[src/rtl/sad_pkg.sv]
package sad_pkg;

    localparam int ADDR_W    = 32;
    localparam int OFS_W     = 29;
    localparam int CS_COUNT  = 6;
    localparam int N_TGT     = 11;

    // Select bit positions
    localparam logic [3:0] T_ROM     = 4'd0;
    localparam logic [3:0] T_SRAM    = 4'd1;
    localparam logic [3:0] T_CS_BASE = 4'd2;
    localparam logic [3:0] T_DMC0    = 4'd8;
    localparam logic [3:0] T_DMC1    = 4'd9;
    localparam logic [3:0] T_PERI    = 4'd10;
    localparam logic [3:0] T_NONE    = 4'd15;

    localparam logic [ADDR_W-1:0] DMC1_BASE = 32'h5000_0000;

    typedef enum logic [2:0] {
        RG_BOOT,
        RG_IROM,
        RG_ISRAM,
        RG_STATIC,
        RG_DMC0,
        RG_DMC1,
        RG_PERI,
        RG_HOLE
    } region_e;

    typedef struct packed {
        logic [N_TGT-1:0] sel;
        logic [OFS_W-1:0] ofs;
        logic             err;
    } dec_state_t;

endpackage

[src/rtl/sad_region_map.sv]
module sad_region_map
    import sad_pkg::*;
(
    input  logic [ADDR_W-1:0] addr,
    output region_e           region,
    output logic [2:0]        cs_idx
);

    always_comb begin
        region = RG_HOLE;
        if (!addr[31]) begin
            unique case (addr[30:28])
                3'd0: begin
                    if (!addr[27])     region = RG_BOOT;
                    else if (addr[26]) region = RG_ISRAM;
                    else               region = RG_IROM;
                end
                3'd1, 3'd2, 3'd3: region = RG_STATIC;
                3'd4:             region = RG_DMC0;
                3'd5, 3'd6:       region = RG_DMC1;
                default:          region = RG_PERI;
            endcase
        end
    end

    // 128 MB windows from 0x1000_0000: addr[29:27] = 2 for the first one
    assign cs_idx = addr[29:27] - 3'd2;

endmodule

[src/rtl/sad_cs_guard.sv]
module sad_cs_guard
    import sad_pkg::*;
#(
    parameter int FIRST_GUARDED = 2,
    parameter int MIRROR_CS     = 2
) (
    input  logic [2:0]          cs_idx,
    input  logic [CS_COUNT-1:0] nand_flag,
    input  logic [CS_COUNT-1:0] cf_flag,
    output logic                blocked,
    output logic                mirror
);

    logic [CS_COUNT-1:0] block_vec;
    logic [CS_COUNT-1:0] mirror_vec;

    for (genvar g = 0; g < CS_COUNT; g++) begin : g_cs
        if (g >= FIRST_GUARDED) begin : g_guarded
            assign block_vec[g] = nand_flag[g] | cf_flag[g];
        end else begin : g_free
            assign block_vec[g] = 1'b0;
        end
        if (g == MIRROR_CS) begin : g_mirror
            assign mirror_vec[g] = nand_flag[g];
        end else begin : g_plain
            assign mirror_vec[g] = 1'b0;
        end
    end

    always_comb begin
        blocked = 1'b0;
        mirror  = 1'b0;
        if (int'(cs_idx) < CS_COUNT) begin
            blocked = block_vec[cs_idx];
            mirror  = mirror_vec[cs_idx];
        end
    end

endmodule

[src/rtl/sad_offset_fold.sv]
module sad_offset_fold
    import sad_pkg::*;
#(
    parameter int ROM_LOG2    = 15,
    parameter int SRAM_LOG2   = 12,
    parameter int CS_WIN_LOG2 = 27
) (
    input  logic [ADDR_W-1:0] addr,
    input  logic [3:0]        tgt,
    output logic [OFS_W-1:0]  ofs
);

    localparam logic [ADDR_W-1:0] ROM_MASK  = (ADDR_W'(1) << ROM_LOG2) - 1;
    localparam logic [ADDR_W-1:0] SRAM_MASK = (ADDR_W'(1) << SRAM_LOG2) - 1;
    localparam logic [ADDR_W-1:0] CS_MASK   = (ADDR_W'(1) << CS_WIN_LOG2) - 1;
    localparam logic [ADDR_W-1:0] SEG_MASK  = 32'h0FFF_FFFF;

    logic [ADDR_W-1:0] wide;

    always_comb begin
        unique case (tgt)
            T_ROM:   wide = addr & ROM_MASK;
            T_SRAM:  wide = addr & SRAM_MASK;
            T_DMC0:  wide = addr & SEG_MASK;
            T_DMC1:  wide = addr - DMC1_BASE;
            T_PERI:  wide = addr & SEG_MASK;
            T_NONE:  wide = '0;
            default: wide = addr & CS_MASK;
        endcase
        ofs = wide[OFS_W-1:0];
    end

endmodule

[src/rtl/sys_addr_decoder.sv]
module sys_addr_decoder
    import sad_pkg::*;
#(
    parameter int ROM_LOG2    = 15,
    parameter int SRAM_LOG2   = 12,
    parameter int CS_WIN_LOG2 = 27
) (
    input  logic                clk,
    input  logic                rst_n,
    input  logic                boot_nand_i,
    input  logic                req_valid_i,
    input  logic [ADDR_W-1:0]   req_addr_i,
    input  logic                req_write_i,
    input  logic [CS_COUNT-1:0] cs_nand_i,
    input  logic [CS_COUNT-1:0] cs_cf_i,
    output logic [N_TGT-1:0]    tgt_sel_o,
    output logic [OFS_W-1:0]    local_ofs_o,
    output logic                dec_err_o
);

    region_e          region;
    logic [2:0]       cs_idx;
    logic             cs_blocked;
    logic             cs_mirror;
    logic [3:0]       tgt;
    logic             bad;
    logic [OFS_W-1:0] fold_ofs;
    logic             boot_nand_d, boot_nand_q;
    dec_state_t       state_d, state_q;

    sad_region_map u_map (
        .addr   (req_addr_i),
        .region (region),
        .cs_idx (cs_idx)
    );

    sad_cs_guard u_guard (
        .cs_idx    (cs_idx),
        .nand_flag (cs_nand_i),
        .cf_flag   (cs_cf_i),
        .blocked   (cs_blocked),
        .mirror    (cs_mirror)
    );

    sad_offset_fold #(
        .ROM_LOG2    (ROM_LOG2),
        .SRAM_LOG2   (SRAM_LOG2),
        .CS_WIN_LOG2 (CS_WIN_LOG2)
    ) u_fold (
        .addr (req_addr_i),
        .tgt  (tgt),
        .ofs  (fold_ofs)
    );

    always_comb begin
        tgt = T_NONE;
        bad = 1'b0;
        unique case (region)
            RG_BOOT:  tgt = boot_nand_q ? T_SRAM : T_ROM;
            RG_IROM:  tgt = T_ROM;
            RG_ISRAM: tgt = T_SRAM;
            RG_STATIC: begin
                if (cs_mirror)       tgt = T_SRAM;
                else if (cs_blocked) bad = 1'b1;
                else                 tgt = T_CS_BASE + {1'b0, cs_idx};
            end
            RG_DMC0:  tgt = T_DMC0;
            RG_DMC1:  tgt = T_DMC1;
            RG_PERI:  tgt = T_PERI;
            default:  bad = 1'b1;
        endcase
        if (tgt == T_ROM && req_write_i) begin
            bad = 1'b1;
        end
        if (bad) begin
            tgt = T_NONE;
        end
    end

    always_comb begin
        boot_nand_d = rst_n ? boot_nand_q : boot_nand_i;
        state_d     = state_q;
        if (req_valid_i) begin
            state_d.err = bad;
            state_d.sel = '0;
            state_d.ofs = '0;
            if (!bad) begin
                state_d.sel[tgt] = 1'b1;
                state_d.ofs      = fold_ofs;
            end
        end
    end

    always_ff @(posedge clk) begin
        boot_nand_q <= boot_nand_d;
        if (!rst_n) begin
            state_q <= '0;
        end else begin
            state_q <= state_d;
        end
    end

    assign tgt_sel_o   = state_q.sel;
    assign local_ofs_o = state_q.ofs;
    assign dec_err_o   = state_q.err;

endmodule

[config.mk]
export PLATFORM = sky130hd
export DESIGN_NAME = sys_addr_decoder
export DESIGN_NICKNAME = d
export VERILOG_FILES = /design/src/rtl/sad_pkg.sv /design/src/rtl/sad_region_map.sv /design/src/rtl/sad_cs_guard.sv /design/src/rtl/sad_offset_fold.sv /design/src/rtl/sys_addr_decoder.sv
export SDC_FILE = /design/constraint.sdc
export NUM_CORES = 1
export LEC_CHECK = 0
export CAP_MARGIN = 40
export CORE_MARGIN = 4
export CORE_UTILIZATION = 26
export CTS_CLUSTER_DIAMETER = 60
export CTS_CLUSTER_SIZE = 24
export DETAILED_ROUTE_END_ITERATION = 12
export GPL_ROUTABILITY_DRIVEN = 1
export PLACE_DENSITY = 0.5
export SYNTH_ARGS = -nofsm -noshare
export SYNTH_HDL_FRONTEND = slang
export SYNTH_SLANG_ARGS = --single-unit
export TNS_END_PERCENT = 20
[constraint.sdc]
create_clock -name clk -period 3.3 [get_ports clk]
set_input_delay 0.66 -clock clk [delete_from_list [all_inputs] [get_ports clk]]
set_output_delay 0.66 -clock clk [all_outputs]
set_load 0.005 [all_outputs]
==> impl_metrics.env <==
export IMPL_status="finished clean"
export IMPL_multi_input_area_mm2=0.00120
export IMPL_yosys_top_cells_area="dfxtp_1 (38%), a22o_1 (10%), nand2_1 (4.7%), nor2_1 (4.7%), a31o_1 (4.0%)"
export IMPL_hold_viol=0
export IMPL_drv_slew=0
export IMPL_finalPower_w=0.00123
export IMPL_crit_cells=11
export IMPL_dieArea_mm2=0.00987
export IMPL_irDropWorstVdd_v=0.000131
export IMPL_routed_wl_um=6550
export IMPL_cts_setup_buffers=0
export IMPL_synthCells=238
export IMPL_grt_pass1_vias=2202
export IMPL_htreeDepth=2
export IMPL_p_clk_frac=0.307
export IMPL_clock_skew_ns=0.00531
export IMPL_dr_pass1_iters=5
export IMPL_place_area_mm2=0.00344
export IMPL_timing_fmax_mhz=312
export IMPL_first_iter_violations=69
export IMPL_synth_top_family_by_area="compound AO/OA/AOI/OAI gates"
export IMPL_portBuffers=85
export IMPL_drive_gt1_frac=0.202
export IMPL_seq_area_frac_synth=0.392
export IMPL_hold_path_class="register to register"
export IMPL_cp_start_kind="input pin"
export IMPL_rsz0062_at_grt="yes"
export IMPL_dp_hpwl_um=5150
export IMPL_synth_edf_count=1
export IMPL_area_delta_synth_final_pct=63.6
export IMPL_p_sw_w=0.000314
export IMPL_vias=2213
export IMPL_slowest_stage="or4_4"
export IMPL_cp_buffers_inverters=4
export IMPL_via_per_inst=4.74
export IMPL_tightest_slew_ns=0.374
export IMPL_synthArstFlopShare=0
export IMPL_synth_simple_area_share=0.201
export IMPL_synthAdderAreaFrac=0.0288
export IMPL_relSlewSlack=0.750
export IMPL_synth_compound_area_frac=0.310
export IMPL_start_util=0.265
export IMPL_grt_pass1_wl_um=10800
export IMPL_yosysTopAreaCell="dfxtp_1"
export IMPL_ant_nets=0
export IMPL_final_common_cell="clkdlybuf4s50_1"
export IMPL_synthFlopType="dfxtp_1"
export IMPL_p_per_area_mw_per_mm2=348
export IMPL_clock_path_buffers=2
export IMPL_cp_slowest_stage_delay_ns=0.56
export IMPL_path_clk_slew_ns=0.08
export IMPL_crit_arrival_ns=3.38
export IMPL_ys_warn_count=0
export IMPL_fp_dieW_um=99.4
export IMPL_reg2reg_depth=9
export IMPL_crit_type="input pin to register"
export IMPL_antenna_found_initial=0
export IMPL_nNetsFinal=416
export IMPL_clock_root_buffer="clkbuf_8"
export IMPL_critPathCaptureType="register"
export IMPL_yosysUniqueCellTypes=61
export IMPL_holdPathStages=2
export IMPL_cp_top_family="buffers and inverters"
export IMPL_place_gp_congestion=0.773
export IMPL_diodes=0
export IMPL_p_int_w=0.000919
export IMPL_setup_viol=0
export IMPL_clkSinkCount=42
export IMPL_synth_xor_area_frac=0.00404
export IMPL_avgSynthCellArea_um2=9.12
export IMPL_cts_tree="built"
export IMPL_tritoncts_num_buffers=5
export IMPL_core_rowCount=33
export IMPL_seq_area_um2=851
export IMPL_mappedNetlistArea_mm2=0.00217
export IMPL_die_y_um=99.4
export IMPL_design_area_mm2=0.00355
export IMPL_syn_nets=292
export IMPL_ioPinCount=90
export IMPL_insertion_delay_ns=0.28
export IMPL_synth_seq_cells=42
export IMPL_power_leakage_nw=1.40
export IMPL_crit_chain="clkdlybuf4s50_1 > inv_1 > ha_1 > or4_4 > a311oi_2 > or3b_4 > buf_4 > a2111oi_4 > buf_4 > a22o_1 > a31o_2"
export IMPL_gr_usage_all_layers=0.133
export IMPL_n_fill_cell=829
export IMPL_worstPathMaxFanout=12
export IMPL_min_period_over_period=0.971
export IMPL_route_detailed_drc=0
export IMPL_power_frac_comb=0.258
export IMPL_pwr_share_seq=0.435
export IMPL_yosysTopAreaCellShare=0.378
export IMPL_cp_required_ns=3.48
export IMPL_drv_cap=0
export IMPL_grt_start_max_net_pins=31
export IMPL_coreArea_mm2=0.00818
export IMPL_setup_tns_ns=0
export IMPL_wl_per_cell_um=14.0
export IMPL_overflow=0
export IMPL_cp_common_cell="buf_4"
export IMPL_synthMuxAreaShare=0.00980
export IMPL_swShare=0.255
export IMPL_final_cell_mix="clkdlybuf4s50_1 (85), buf_4 (46), dfxtp_1 (41)"
export IMPL_period_needed_ns=3.20
[cells by family after synthesis]
group,Yosys count
xor gates and xnor gates,1
buffers and inverters,25
AOI/OAI and AO/OA,77
adders and majority gates,5
and+or+nand+nor,86
muxes,2
DFF,42
[area by class of cell]
cell class,instances,share of cell area
flip-flops and latches,42,0.240
inverters,10,0.0106
clock buffers,7,0.0303
well taps,105,0.0370
repair buffers,132,0.343
multi-input cells,171,0.340
[layer usage]
| metal | part of all wire | vias to the layer above | track usage |
|---|---|---|---|
| li1 | - | 1133 | - |
| met1 | 0.46 | 1016 | 0.175 |
| met2 | 0.48 | 59 | 0.224 |
| met3 | 0.052 | 5 | 0.0224 |
| met4 | 0.0093 | 0 | 0.0347 |
| met5 | 0 | - | 0 |
[synth_stat cells, drive strengths merged, types with 4 or more instances]
library cell,instances
a21oi,9
a22o,26
a22oi,4
a31o,12
buf,7
clkbuf,8
dfxtp,41
ha,5
inv,10
nand2,27
nand2b,4
nor2,27
nor3,5
[worst register-to-register path: stages (launching register included)]
cell and delay, ns:
edfxtp_1 0.36, mux2_2 0.26, nand3b_1 0.08, a22o_1 0.13, or3b_4 0.41, buf_4 0.16
a2111oi_4 0.30, buf_4 0.26, a22o_1 0.15, a31o_1 0.09
[path summary, 6_finish.rpt]
| kind | endpoint | startpoint | slack, ns |
|---|---|---|---|
| worst min register to register | local_ofs_o[13]$_SDFFE_PN0P_ | local_ofs_o[13]$_SDFFE_PN0P_ | 0.46 |
| worst max-delay path | local_ofs_o[16]$_SDFFE_PN0P_ | req_addr_i[28] | 0.1 |
| worst max register to register | local_ofs_o[22]$_SDFFE_PN0P_ | boot_nand_q$_DFFE_PN_ | 1.04 |
| worst min-delay path | local_ofs_o[13]$_SDFFE_PN0P_ | local_ofs_o[13]$_SDFFE_PN0P_ | 0.46 |
[state kept, by name, indices dropped and copies added, names as in the netlist]
signal / count
boot_nand_q: 1
dec_err_o: 1
local_ofs_o: 29
tgt_sel_o: 11
[stage by stage]
| step | util | instances | hold slack (ns) | worst slack [ns] |
|---|---|---|---|---|
| global placement | 0.421 | 460 | 0.436 | -0.247 |
| floorplan | - | 238 | 0.444 | 0.173 |
| finish | 0.434 | 467 | 0.459 | 0.0959 |
| CTS | 0.434 | 467 | 0.463 | 0.0617 |
| global route | 0.434 | 467 | 0.493 | -0.00657 |
| detailed placement | 0.421 | 460 | 0.442 | -0.240 |
[power by group through the flow]
stage          clock, W  combinational (W)  sequential [W]
4_1_cts        0.000396           0.000322        0.000537
6_report       0.000378           0.000318        0.000537
2_1_floorplan         0           0.000137        0.000550
3_3_place_gp          0           0.000319        0.000548
3_5_place_dp          0           0.000320        0.000549
5_1_grt        0.000422           0.000349        0.000539
[repair_timing]
| item | 4_1_cts | 5_1_grt |
|---|---|---|
| hold buffers | 0 | 0 |
| endpoints found under the hold margin | 0 | 0 |
| setup endpoints to repair | 0 | 12 |
| resized for setup | 0 | 1 |
Power figures use the tool's default switching activity.
